File: src/rtl/grp_irq_summary_pkg.sv
package grp_irq_summary_pkg;

    typedef enum logic [1:0] {
        ST_IDLE   = 2'd0,
        ST_ACTIVE = 2'd1,
        ST_GAP    = 2'd2
    } line_state_e;

endpackage

File: src/rtl/grp_summary_or.sv
module grp_summary_or #(
    parameter int NUM_PINS     = 184,
    parameter int PINS_PER_GRP = 4,
    parameter int NUM_GRPS     = 46
) (
    input  logic                clk,
    input  logic                rst_n,
    input  logic [NUM_PINS-1:0] int_sts,
    input  logic [NUM_PINS-1:0] wake_sts,
    output logic [NUM_GRPS-1:0] sum_q
);
    localparam int PAD_W = NUM_GRPS * PINS_PER_GRP;

    logic [PAD_W-1:0]    active;
    logic [NUM_GRPS-1:0] sum_d;

    assign active = PAD_W'(int_sts | wake_sts);

    for (genvar g = 0; g < NUM_GRPS; g++) begin : g_grp
        assign sum_d[g] = |active[g*PINS_PER_GRP +: PINS_PER_GRP];
    end

    always_ff @(posedge clk) begin
        if (!rst_n) sum_q <= '0;
        else        sum_q <= sum_d;
    end
endmodule

File: src/rtl/grp_master_reg.sv
module grp_master_reg #(
    parameter int WORD_W  = 32,
    parameter int EOI_BIT = 0
) (
    input  logic              clk,
    input  logic              rst_n,
    input  logic              wr_en,
    input  logic [WORD_W-1:0] wr_data,
    output logic [WORD_W-1:0] rd_data,
    output logic              eoi_pulse
);
    localparam logic [WORD_W-1:0] EOI_MASK = WORD_W'(1) << EOI_BIT;

    logic [WORD_W-1:0] store_q;

    always_ff @(posedge clk) begin
        if (!rst_n)     store_q <= '0;
        else if (wr_en) store_q <= wr_data & ~EOI_MASK;
    end

    assign rd_data   = store_q;
    assign eoi_pulse = wr_en & wr_data[EOI_BIT];
endmodule

File: src/rtl/grp_irq_line_fsm.sv
module grp_irq_line_fsm
    import grp_irq_summary_pkg::*;
(
    input  logic clk,
    input  logic rst_n,
    input  logic any_pend,
    input  logic eoi,
    output logic irq
);
    line_state_e state_q, state_d;

    always_comb begin
        state_d = state_q;
        unique case (state_q)
            ST_IDLE:   if (any_pend) state_d = ST_ACTIVE;
            ST_ACTIVE: if (eoi)      state_d = ST_GAP;
            ST_GAP:                  state_d = ST_IDLE;
            default:                 state_d = ST_IDLE;
        endcase
    end

    always_ff @(posedge clk) begin
        if (!rst_n) state_q <= ST_IDLE;
        else        state_q <= state_d;
    end

    always_comb begin
        unique case (state_q)
            ST_ACTIVE: irq = 1'b1;
            default:   irq = 1'b0;
        endcase
    end
endmodule

File: src/rtl/grp_irq_summary.sv
module grp_irq_summary #(
    parameter int NUM_PINS     = 184,
    parameter int PINS_PER_GRP = 4,
    parameter int WORD_W       = 32,
    parameter int EOI_BIT      = 0
) (
    input  logic                clk,
    input  logic                rst_n,
    input  logic [NUM_PINS-1:0] pin_int_sts,
    input  logic [NUM_PINS-1:0] pin_wake_sts,
    input  logic                mst_wr_en,
    input  logic [WORD_W-1:0]   mst_wr_data,
    output logic [WORD_W-1:0]   sum_lo,
    output logic [WORD_W-1:0]   sum_hi,
    output logic [WORD_W-1:0]   mst_rd_data,
    output logic                irq_out
);
    localparam int NUM_GRPS = (NUM_PINS + PINS_PER_GRP - 1) / PINS_PER_GRP;
    localparam int SUM_W    = 2 * WORD_W;

    logic [NUM_GRPS-1:0] sum_q;
    logic [SUM_W-1:0]    sum_ext;
    logic                eoi_pulse;

    grp_summary_or #(
        .NUM_PINS     (NUM_PINS),
        .PINS_PER_GRP (PINS_PER_GRP),
        .NUM_GRPS     (NUM_GRPS)
    ) u_sum (
        .clk      (clk),
        .rst_n    (rst_n),
        .int_sts  (pin_int_sts),
        .wake_sts (pin_wake_sts),
        .sum_q    (sum_q)
    );

    grp_master_reg #(
        .WORD_W  (WORD_W),
        .EOI_BIT (EOI_BIT)
    ) u_mst (
        .clk       (clk),
        .rst_n     (rst_n),
        .wr_en     (mst_wr_en),
        .wr_data   (mst_wr_data),
        .rd_data   (mst_rd_data),
        .eoi_pulse (eoi_pulse)
    );

    grp_irq_line_fsm u_fsm (
        .clk      (clk),
        .rst_n    (rst_n),
        .any_pend (|sum_q),
        .eoi      (eoi_pulse),
        .irq      (irq_out)
    );

    assign sum_ext = SUM_W'(sum_q);
    assign sum_lo  = sum_ext[WORD_W-1:0];
    assign sum_hi  = sum_ext[SUM_W-1:WORD_W];
endmodule

File: config.mk
export PLATFORM = sky130hd
export DESIGN_NAME = grp_irq_summary
export DESIGN_NICKNAME = d
export VERILOG_FILES = /design/src/rtl/grp_irq_summary_pkg.sv /design/src/rtl/grp_summary_or.sv /design/src/rtl/grp_master_reg.sv /design/src/rtl/grp_irq_line_fsm.sv /design/src/rtl/grp_irq_summary.sv
export SDC_FILE = /design/constraint.sdc
export NUM_CORES = 1
export LEC_CHECK = 0
export BUFFER_PORTS_ARGS = -buffer_cell sky130_fd_sc_hd__buf_2
export CAP_MARGIN = 20
export CORE_AREA = 2 2 192 194
export DETAILED_ROUTE_END_ITERATION = 10
export DIE_AREA = 0 0 194 196
export GPL_ROUTABILITY_DRIVEN = 0
export SLEW_MARGIN = 10
export SYNTH_ARGS = -nofsm -noshare
export SYNTH_HDL_FRONTEND = slang
export SYNTH_SLANG_ARGS = --single-unit
export TNS_END_PERCENT = 5
File: constraint.sdc
create_clock -name clk -period 1.41 [get_ports clk]
set_clock_uncertainty 0.05 [all_clocks]
set_input_delay 0.0705 -clock clk [delete_from_list [all_inputs] [get_ports clk]]
set_output_delay 0.0705 -clock clk [all_outputs]
set_load 0.1 [all_outputs]
==> flow_metrics.env, run 1 <==
export IMPL_critPathLaunch="u_sum.sum_q[33]$_SDFF_PN0_"
export IMPL_die_w_um=194
export IMPL_ys_ff_latch=79
export IMPL_clock_latency_ns=0.35
export IMPL_power_frac_clock_pct=32.0
export IMPL_startpoint_type="register"
export IMPL_tritoncts="done"
export IMPL_root_buffer="clkbuf_16"
export IMPL_grt_pass1_vias=5832
export IMPL_start_util_pct=8.76
export IMPL_peakVddDrop_mv=0.549
export IMPL_final_layout_size_suffix_gt1_share_pct=57.8
export IMPL_register_area_mm2=0.00164
export IMPL_yosys_top_cells_area="dfxtp_1 50%, nor4_1 21%, mux2i_1 9.8%"
export IMPL_cp_required_ns=1.59
export IMPL_drc=0
export IMPL_synth_common_cells="105 x nor4_1, 79 x dfxtp_1, 46 x a21oi_1, 32 x nor2_1, 31 x mux2i_1"
export IMPL_path_clk_slew_ns=0.06
export IMPL_vias_per_cell=3.75
export IMPL_drv_slew=0
export IMPL_post_place_ws_ns=-0.136
export IMPL_relSlewSlack_pct=63.6
export IMPL_grt_pass1_wl_um=32700
export IMPL_grt_usage_pct=11.5
export IMPL_setup_viol=2
export IMPL_clk_path_buf_depth=2
export IMPL_violations="negative setup slack"
export IMPL_period_share_pct=101
export IMPL_sequentialPowerShare_pct=33.0
export IMPL_postCtsSetupBuffers=0
export IMPL_netlist_instances=334
export IMPL_holdWs_ns=0.00645
export IMPL_endpoint_kind="register"
export IMPL_pin_count=500
export IMPL_maxCapViolations=0
export IMPL_synth_cell_types=19
export IMPL_cellInternalPower_mw=4.65
export IMPL_nets=1406
export IMPL_vias=5556
export IMPL_fmax_mhz=703
export IMPL_grt_busiest_layer="met2"
export IMPL_rows=70
export IMPL_use_met3_pct=3.01
export IMPL_antenna_found_initial=5
export IMPL_min_path_type="in2reg"
export IMPL_dp_hpwl_um=16800
export IMPL_cts_sinks=79
export IMPL_tns_ns=-0.0252
export IMPL_seq_area_frac_synth_pct=50.0
export IMPL_setup_slack_ns=-0.0129
export IMPL_chipHeight_um=196
export IMPL_critPathMaxFanout=2
export IMPL_synth_ff_type="dfxtp_1"
export IMPL_grt_met1_usage_pct=10.5
export IMPL_grt_max_degree=32
export IMPL_coreArea_mm2=0.0361
export IMPL_wire_per_inst_um=15.7
export IMPL_p_comb_share_pct=35.0
export IMPL_mappedNetlistArea_mm2=0.00316
export IMPL_crit_arrival_ns=1.60
export IMPL_port_buffers=480
export IMPL_synth_top_area_share_pct=50.0
export IMPL_yosysWarningCount=0
export IMPL_multiInputGateArea_mm2=0.00158
export IMPL_status="finished, violations left"
export IMPL_synth_most_common_cell="nor4_1"
export IMPL_area_delta_synth_final_pct=167
export IMPL_avgSynthCellArea_um2=9.46
export IMPL_switching_share_pct=37.3
export IMPL_period_minus_slack_ns=1.42
export IMPL_hp_start="pin_int_sts[9]"
export IMPL_synth_edf_count=0
export IMPL_power_density_mw_per_mm2=880
export IMPL_grt_ovfl_total=0
export IMPL_holdPathStages=3
export IMPL_rsz0062_at_grt="true"
export IMPL_reg2reg_from="u_sum.sum_q[33]$_SDFF_PN0_"
export IMPL_tightestPinTransition_ns=0.550
export IMPL_path_class="reg2reg"
export IMPL_ys_async_sr_fraction_pct=0
export IMPL_power_mw=7.43
export IMPL_ant_nets=0
export IMPL_dr_pass1_iters=4
export IMPL_num_fill_cells=3864
export IMPL_dieArea_mm2=0.0380
export IMPL_htreeDepth=3
export IMPL_post_synth_top_area_cell="dfxtp_1"
export IMPL_cts_inserted_buffers=9
export IMPL_final_hold_viol_count=0
export IMPL_r2r_cells=5
export IMPL_drt_total_wl_um=23300
export IMPL_ff2ff_setup_slack_ns=-0.01
export IMPL_p_leak_nw=4.15
export IMPL_p_sw_mw=2.77
export IMPL_drt_iter0_markers=137
export IMPL_fin_util_pct=23.4
export IMPL_gr_usage_met2_pct=22.1
==> through the flow <==
stage | instance area, µm² | instances
6_report | 8440 | 1480
5_1_grt | 8440 | 1480
4_1_cts | 8320 | 1476
3_5_place_dp | 6280 | 1288
3_3_place_gp | 6280 | 1288
2_1_floorplan | 3290 | 352
==> layout by cell type, fill, tap and decap left out <==
cell and n:
mux2i_1 31, inv_1 1, dlymetal6s4s_1 4, and2_4 1, conb_1 19, clkinv_2 3, nand2_1 1, buf_2 477
clkbuf_1 1, diode_2 4, a2111oi_1 1, nand4_1 2, dlygate4sd3_1 168, nor2_4 1, a21oi_1 46, dfxtp_4 1
nor4_4 2, clkinvlp_4 1, nor2_1 31, nor4_2 16, buf_12 3, dfxtp_2 46, inv_2 1, dfxtp_1 32
buf_4 19, bufinv_16 1, o311ai_2 1, nor4_1 87, clkbuf_16 9, and3_1 1, clkinv_4 1
==> per-layer routing <==
layer / up-vias / share of wire [%]
met3: 64 / 8.5
met2: 396 / 53
met1: 2491 / 33
met5: - / 0.056
met4: 2 / 5.6
li1: 2603 / -
==> sequential cells by signal, summed over array words and instances (netlist names) <==
signal and cells:
u_fsm.state_q 2, u_sum.sum_q 46, u_mst.rd_data 31
==> cell type report <==
| cell class | count | share of cell area [%] |
|---|---|---|
| Antenna cell | 4 | 0.119 |
| Multi-Input combinational cell | 240 | 18.8 |
| Sequential cell | 79 | 19.5 |
| Clock inverter | 6 | 0.726 |
| Tap cell | 468 | 6.94 |
| Inverter | 2 | 0.0889 |
| Timing Repair Buffer | 671 | 51.2 |
| Clock buffer | 10 | 2.71 |
==> critical path, stage by stage, from the launching register on <==
cell and delay, ns:
dfxtp_2 0.33, nor4_4 0.32, buf_4 0.17, o311ai_2 0.08, nor4_1 0.28, a2111oi_1 0.09
==> cell families (layout without fill, tap and decap cells) <==
logic type / Yosys count / count (layout) / share of synthesized area [%]
buf+inv: 33 / 689 / 6.33
compound gates: 48 / 48 / 8.12
other cells: 1 / 23 / 0.119
mux: 31 / 31 / 9.82
simple gates: 142 / 142 / 25.6
flops: 79 / 79 / 50.0
==> power groups by stage <==
stage	registers [mW]	clock network (mW)	logic, mW
2_1_floorplan	3.39	0	0.490
3_3_place_gp	2.48	0	2.20
3_5_place_dp	2.49	0	2.20
4_1_cts	2.45	2.53	2.55
5_1_grt	2.46	2.61	2.72
6_report	2.45	2.38	2.60
==> worst paths after layout <==
path / to
max: u_fsm.state_q[0]$_SDFFE_PN0P_
min: u_sum.sum_q[2]$_SDFF_PN0_
max reg2reg: u_fsm.state_q[0]$_SDFFE_PN0P_
min reg2reg: u_fsm.state_q[0]$_SDFFE_PN0P_
==> repair_timing <==
item,4_1_cts,5_1_grt
hold buffers,172,0
setup endpoints to repair,2,16
pin swaps,3,1
resized for setup,5,21
endpoints found under the hold margin,62,0
Note: power is estimated with default switching activity, not from simulation.
==> run 2: changes to the inputs <==
- RECOVER_POWER: not set -> 25
==> flow_metrics.env, run 2 (same netlist as run 1, synthesis figures left out) <==
export IMPL_largest_register="u_sum.sum_q"
export IMPL_status="finished, violations left"
export IMPL_violations="negative setup slack"
export IMPL_post_place_ws_ns=-0.136
export IMPL_pin_count=500
export IMPL_drt_iter0_markers=137
export IMPL_final_common_cell="buf_2"
export IMPL_max_stage_delay_ns=0.33
export IMPL_power_mw=7.42
export IMPL_final_cell_mix="477 x buf_2, 168 x dlygate4sd3_1, 87 x nor4_1"
export IMPL_clock_latency_ns=0.35
export IMPL_power_density_mw_per_mm2=880
export IMPL_cp_top_family="simple AND/OR/NAND/NOR gates"
export IMPL_min_path_type="in2reg"
export IMPL_setup_slack_ns=-0.0129
export IMPL_cp_num_buf_inv=1
export IMPL_fmax_mhz=703
export IMPL_grt_pass1_wl_um=32700
export IMPL_grt_pass1_vias=5832
export IMPL_cp_required_ns=1.59
export IMPL_dr_pass1_iters=4
export IMPL_ant_nets=0
export IMPL_setup_viol=2
export IMPL_crit_arrival_ns=1.60
export IMPL_nets=1406
export IMPL_relSlewSlack_pct=63.6
export IMPL_period_share_pct=101
export IMPL_p_leak_nw=4.15
export IMPL_drv_slew=0
export IMPL_final_layout_size_suffix_gt1_share_pct=57.6
export IMPL_vias_per_cell=3.75
export IMPL_path_cells="nor4_4 > buf_4 > o311ai_2 > nor4_1 > a2111oi_1"
export IMPL_tritoncts="done"
export IMPL_drt_total_wl_um=23300
export IMPL_final_hold_viol_count=0
export IMPL_peakVddDrop_mv=0.549
export IMPL_grt_usage_pct=11.5
export IMPL_hp_start="pin_int_sts[9]"
export IMPL_path_clk_slew_ns=0.06
export IMPL_coreArea_mm2=0.0361
export IMPL_grt_ovfl_total=0
export IMPL_postCtsSetupBuffers=0
export IMPL_port_buffers=480
export IMPL_start_util_pct=8.76
export IMPL_grt_max_degree=32
export IMPL_largest_reg_flops=46
export IMPL_holdWs_ns=0.00645
export IMPL_placed_cells=1288
export IMPL_cts_sinks=79
export IMPL_critPathMaxFanout=2
export IMPL_dp_hpwl_um=16800
export IMPL_final_cells=1480
export IMPL_root_buffer="clkbuf_16"
export IMPL_wire_per_inst_um=15.7
export IMPL_chipHeight_um=196
export IMPL_path_class="reg2reg"
export IMPL_rsz0062_at_grt="true"
export IMPL_cts_inserted_buffers=9
export IMPL_startpoint_type="register"
export IMPL_drc=0
export IMPL_rows=70
export IMPL_critPathLaunch="u_sum.sum_q[33]$_SDFF_PN0_"
export IMPL_clk_path_buf_depth=2
export IMPL_crit_slowest_cell="dfxtp_2"
export IMPL_die_w_um=194
export IMPL_antenna_found_initial=5
export IMPL_tightestPinTransition_ns=0.550
export IMPL_vias=5556
export IMPL_htreeDepth=3
export IMPL_ff2ff_setup_slack_ns=-0.01
export IMPL_endpoint_kind="register"
export IMPL_area_delta_synth_final_pct=167
export IMPL_period_minus_slack_ns=1.42
export IMPL_maxCapViolations=0
export IMPL_dieArea_mm2=0.0380
export IMPL_reg2reg_from="u_sum.sum_q[33]$_SDFF_PN0_"
run 2: metal layers:
layer	vias up	GRT usage, %	wire length [µm]
met5	-	0	13
met1	2491	10.5	7580
met3	64	3.01	1980
li1	2603	-	-
met4	2	8.45	1300
met2	396	22.1	12400
run 2: area by class of cell:
class / instances / area, µm²
Antenna cell: 4 / 10.0
Clock buffer: 10 / 229
Clock inverter: 6 / 61.3
Fill cell: 3867 / 27600
Inverter: 2 / 7.51
Multi-Input combinational cell: 240 / 1580
Sequential cell: 79 / 1640
Tap cell: 468 / 586
Timing Repair Buffer: 671 / 4320
run 2: worst paths after layout:
kind,to,cells after the start
worst max-delay path,u_fsm.state_q[0]$_SDFFE_PN0P_,5
worst min-delay path,u_sum.sum_q[2]$_SDFF_PN0_,3
worst max register to register,u_fsm.state_q[0]$_SDFFE_PN0P_,5
worst min register to register,u_fsm.state_q[0]$_SDFFE_PN0P_,1
run 2: power breakdown:
| part | leakage, nW | switching (mW) | internal (mW) | total (mW) |
|---|---|---|---|---|
| combinational | 3.35 | 1.69 | 0.911 | 2.60 |
| sequential | 0.662 | 0.0743 | 2.37 | 2.45 |
| clock | 0.142 | 1.01 | 1.37 | 2.38 |
| total | 4.15 | 2.77 | 4.65 | 7.42 |
run 2: worst min-delay path, stage by stage:
cell and delay [ns]:
buf_2 0.08, nor4_1 0.03, a21oi_1 0.18
run 2: what timing repair did:
item | in CTS | in global routing
hold endpoints to repair | 62 | 0
cloned | 0 | 0
setup endpoints to repair | 2 | 16
gates resized for setup | 5 | 21
hold buffers | 172 | 0
pin swaps | 3 | 1
run 2: stage by stage:
| stage | instance area [µm²] | TNS, ns | util (%) |
|---|---|---|---|
| floorplan | 3290 | -0.0130 | - |
| global placement | 6280 | -0.118 | 17.4 |
| global route | 8440 | -0.345 | 23.4 |
| CTS | 8320 | -0.0503 | 23.1 |
| finish | 8440 | -0.0252 | 23.4 |
| detailed placement | 6280 | -0.136 | 17.4 |
==> run 3: changes to the inputs <==
- CORE_AREA: 2 2 192 194 -> 3 3 196 198
- DIE_AREA: 0 0 194 196 -> 0 0 199 201
==> flow_metrics.env, run 3 (same netlist as run 1, synthesis figures left out) <==
export IMPL_tns_ns=-0.0644
export IMPL_drc=0
export IMPL_area_delta_synth_final_pct=169
export IMPL_power_density_mw_per_mm2=886
export IMPL_crit_arrival_ns=1.66
export IMPL_design_area_mm2=0.00849
export IMPL_ant_nets=0
export IMPL_die_w_um=199
export IMPL_ff2ff_setup_slack_ns=-0.06
export IMPL_holdWs_ns=-0.0101
export IMPL_port_buffers=480
export IMPL_largest_reg_flops=46
export IMPL_path_class="reg2reg"
export IMPL_coreArea_mm2=0.0367
export IMPL_pin_count=500
export IMPL_endpoint_kind="register"
export IMPL_clk_path_buf_depth=2
export IMPL_post_place_ws_ns=-0.354
export IMPL_startpoint_type="register"
export IMPL_final_layout_size_suffix_gt1_share_pct=57.7
export IMPL_cts_inserted_buffers=9
export IMPL_dr_pass1_iters=5
export IMPL_violations="negative hold slack, negative setup slack"
export IMPL_relSlewSlack_pct=60.2
export IMPL_sequentialPowerShare_pct=32.5
export IMPL_cp_required_ns=1.60
export IMPL_drt_total_wl_um=23600
export IMPL_switching_share_pct=36.9
export IMPL_final_common_cell="buf_2"
export IMPL_drt_iter0_markers=171
export IMPL_status="finished, violations left"
export IMPL_power_frac_clock_pct=32.8
export IMPL_setup_slack_ns=-0.0644
export IMPL_vias_per_cell=3.73
export IMPL_htreeDepth=3
export IMPL_path_clk_slew_ns=0.07
export IMPL_final_hold_viol_count=2
export IMPL_p_leak_nw=4.16
export IMPL_p_sw_mw=2.78
export IMPL_grt_pass1_wl_um=31800
export IMPL_grt_pass1_vias=5944
export IMPL_met2WireLength_um=12300
export IMPL_tightestPinTransition_ns=0.592
export IMPL_wire_per_inst_um=15.9
export IMPL_top_layer="met4"
export IMPL_peakVddDrop_mv=0.489
export IMPL_rsz0062_at_grt="true"
export IMPL_nets=1406
export IMPL_dieArea_mm2=0.0400
export IMPL_critPathMaxFanout=2
export IMPL_min_path_type="in2reg"
export IMPL_grt_usage_pct=10.8
export IMPL_drv_slew=0
export IMPL_vias=5523
export IMPL_dp_hpwl_um=17800
export IMPL_largest_register="u_sum.sum_q"
export IMPL_placedInstanceArea_mm2=0.00623
export IMPL_num_fill_cells=3862
export IMPL_period_minus_slack_ns=1.47
export IMPL_met3_length_um=1940
export IMPL_final_cell_mix="478 x buf_2, 173 x dlygate4sd3_1, 83 x nor4_1"
export IMPL_start_util_pct=8.61
export IMPL_maxCapViolations=0
export IMPL_root_buffer="clkbuf_16"
export IMPL_setup_viol=1
export IMPL_antenna_found_initial=5
export IMPL_grt_ovfl_total=0
export IMPL_period_share_pct=105
export IMPL_cts_sinks=79
export IMPL_grt_max_degree=43
export IMPL_p_comb_share_pct=34.6
export IMPL_postCtsSetupBuffers=0
export IMPL_tritoncts="done"
export IMPL_clock_latency_ns=0.36
export IMPL_chipHeight_um=201
export IMPL_fin_util_pct=23.1
export IMPL_fmax_mhz=678
export IMPL_met1_length_um=7960
export IMPL_cellInternalPower_mw=4.75
export IMPL_rows=70
-- run 3: layout make-up --
type	count	area, µm²	share of cell area [%]
antenna	5	12.5	0.147
tap	468	586	6.89
clock inverter	5	56.3	0.663
clock buffer	11	253	2.98
inverter	2	7.51	0.0884
multi-input combinational	240	1610	18.9
sequential	79	1640	19.3
timing repair buffer	671	4330	51.0
-- run 3: power by group through the flow --
stage / combinational (mW) / clock (mW) / sequential (mW)
floorplan: 0.490 / 0 / 3.39
global placement: 2.21 / 0 / 2.48
detailed placement: 2.22 / 0 / 2.49
CTS: 2.57 / 2.64 / 2.45
global route: 2.73 / 2.71 / 2.47
finish: 2.61 / 2.47 / 2.45
-- run 3: timing repair --
action                     CTS  global route
setup endpoints to repair    2            15
hold buffers               175             2
gates cloned                 0             0
hold endpoints to repair    62             1
pin swaps                    4             1
resized for setup           10            21
-- run 3: worst max-delay path, cell delays in order (launching register included) --
cell	delay (ns)
dfxtp_2	0.33
nor4_4	0.32
buf_4	0.16
nand4_1	0.17
nor4_2	0.25
a2111oi_1	0.08
-- run 3: path summary, 6_finish.rpt --
kind / from / end / cells after the start
max: u_sum.sum_q[0]$_SDFF_PN0_ / u_fsm.state_q[0]$_SDFFE_PN0P_ / 5
min: pin_int_sts[121] / u_sum.sum_q[30]$_SDFF_PN0_ / 3
max reg2reg: u_sum.sum_q[0]$_SDFF_PN0_ / u_fsm.state_q[0]$_SDFFE_PN0P_ / 5
min reg2reg: u_mst.rd_data[20]$_SDFFE_PN0P_ / u_mst.rd_data[20]$_SDFFE_PN0P_ / 2
-- run 3: layer usage --
layer  vias to the layer above  GRT usage [%]
li1                       2604              -
met1                      2476           9.53
met2                       379           21.1
met3                        64           3.05
met4                         0           6.73
met5                         -              0
-- run 3: through the flow --
stage	std cells	total power, mW
2_1_floorplan	352	3.88
3_3_place_gp	1283	4.69
3_5_place_dp	1283	4.70
4_1_cts	1474	7.65
5_1_grt	1481	7.90
6_report	1481	7.53
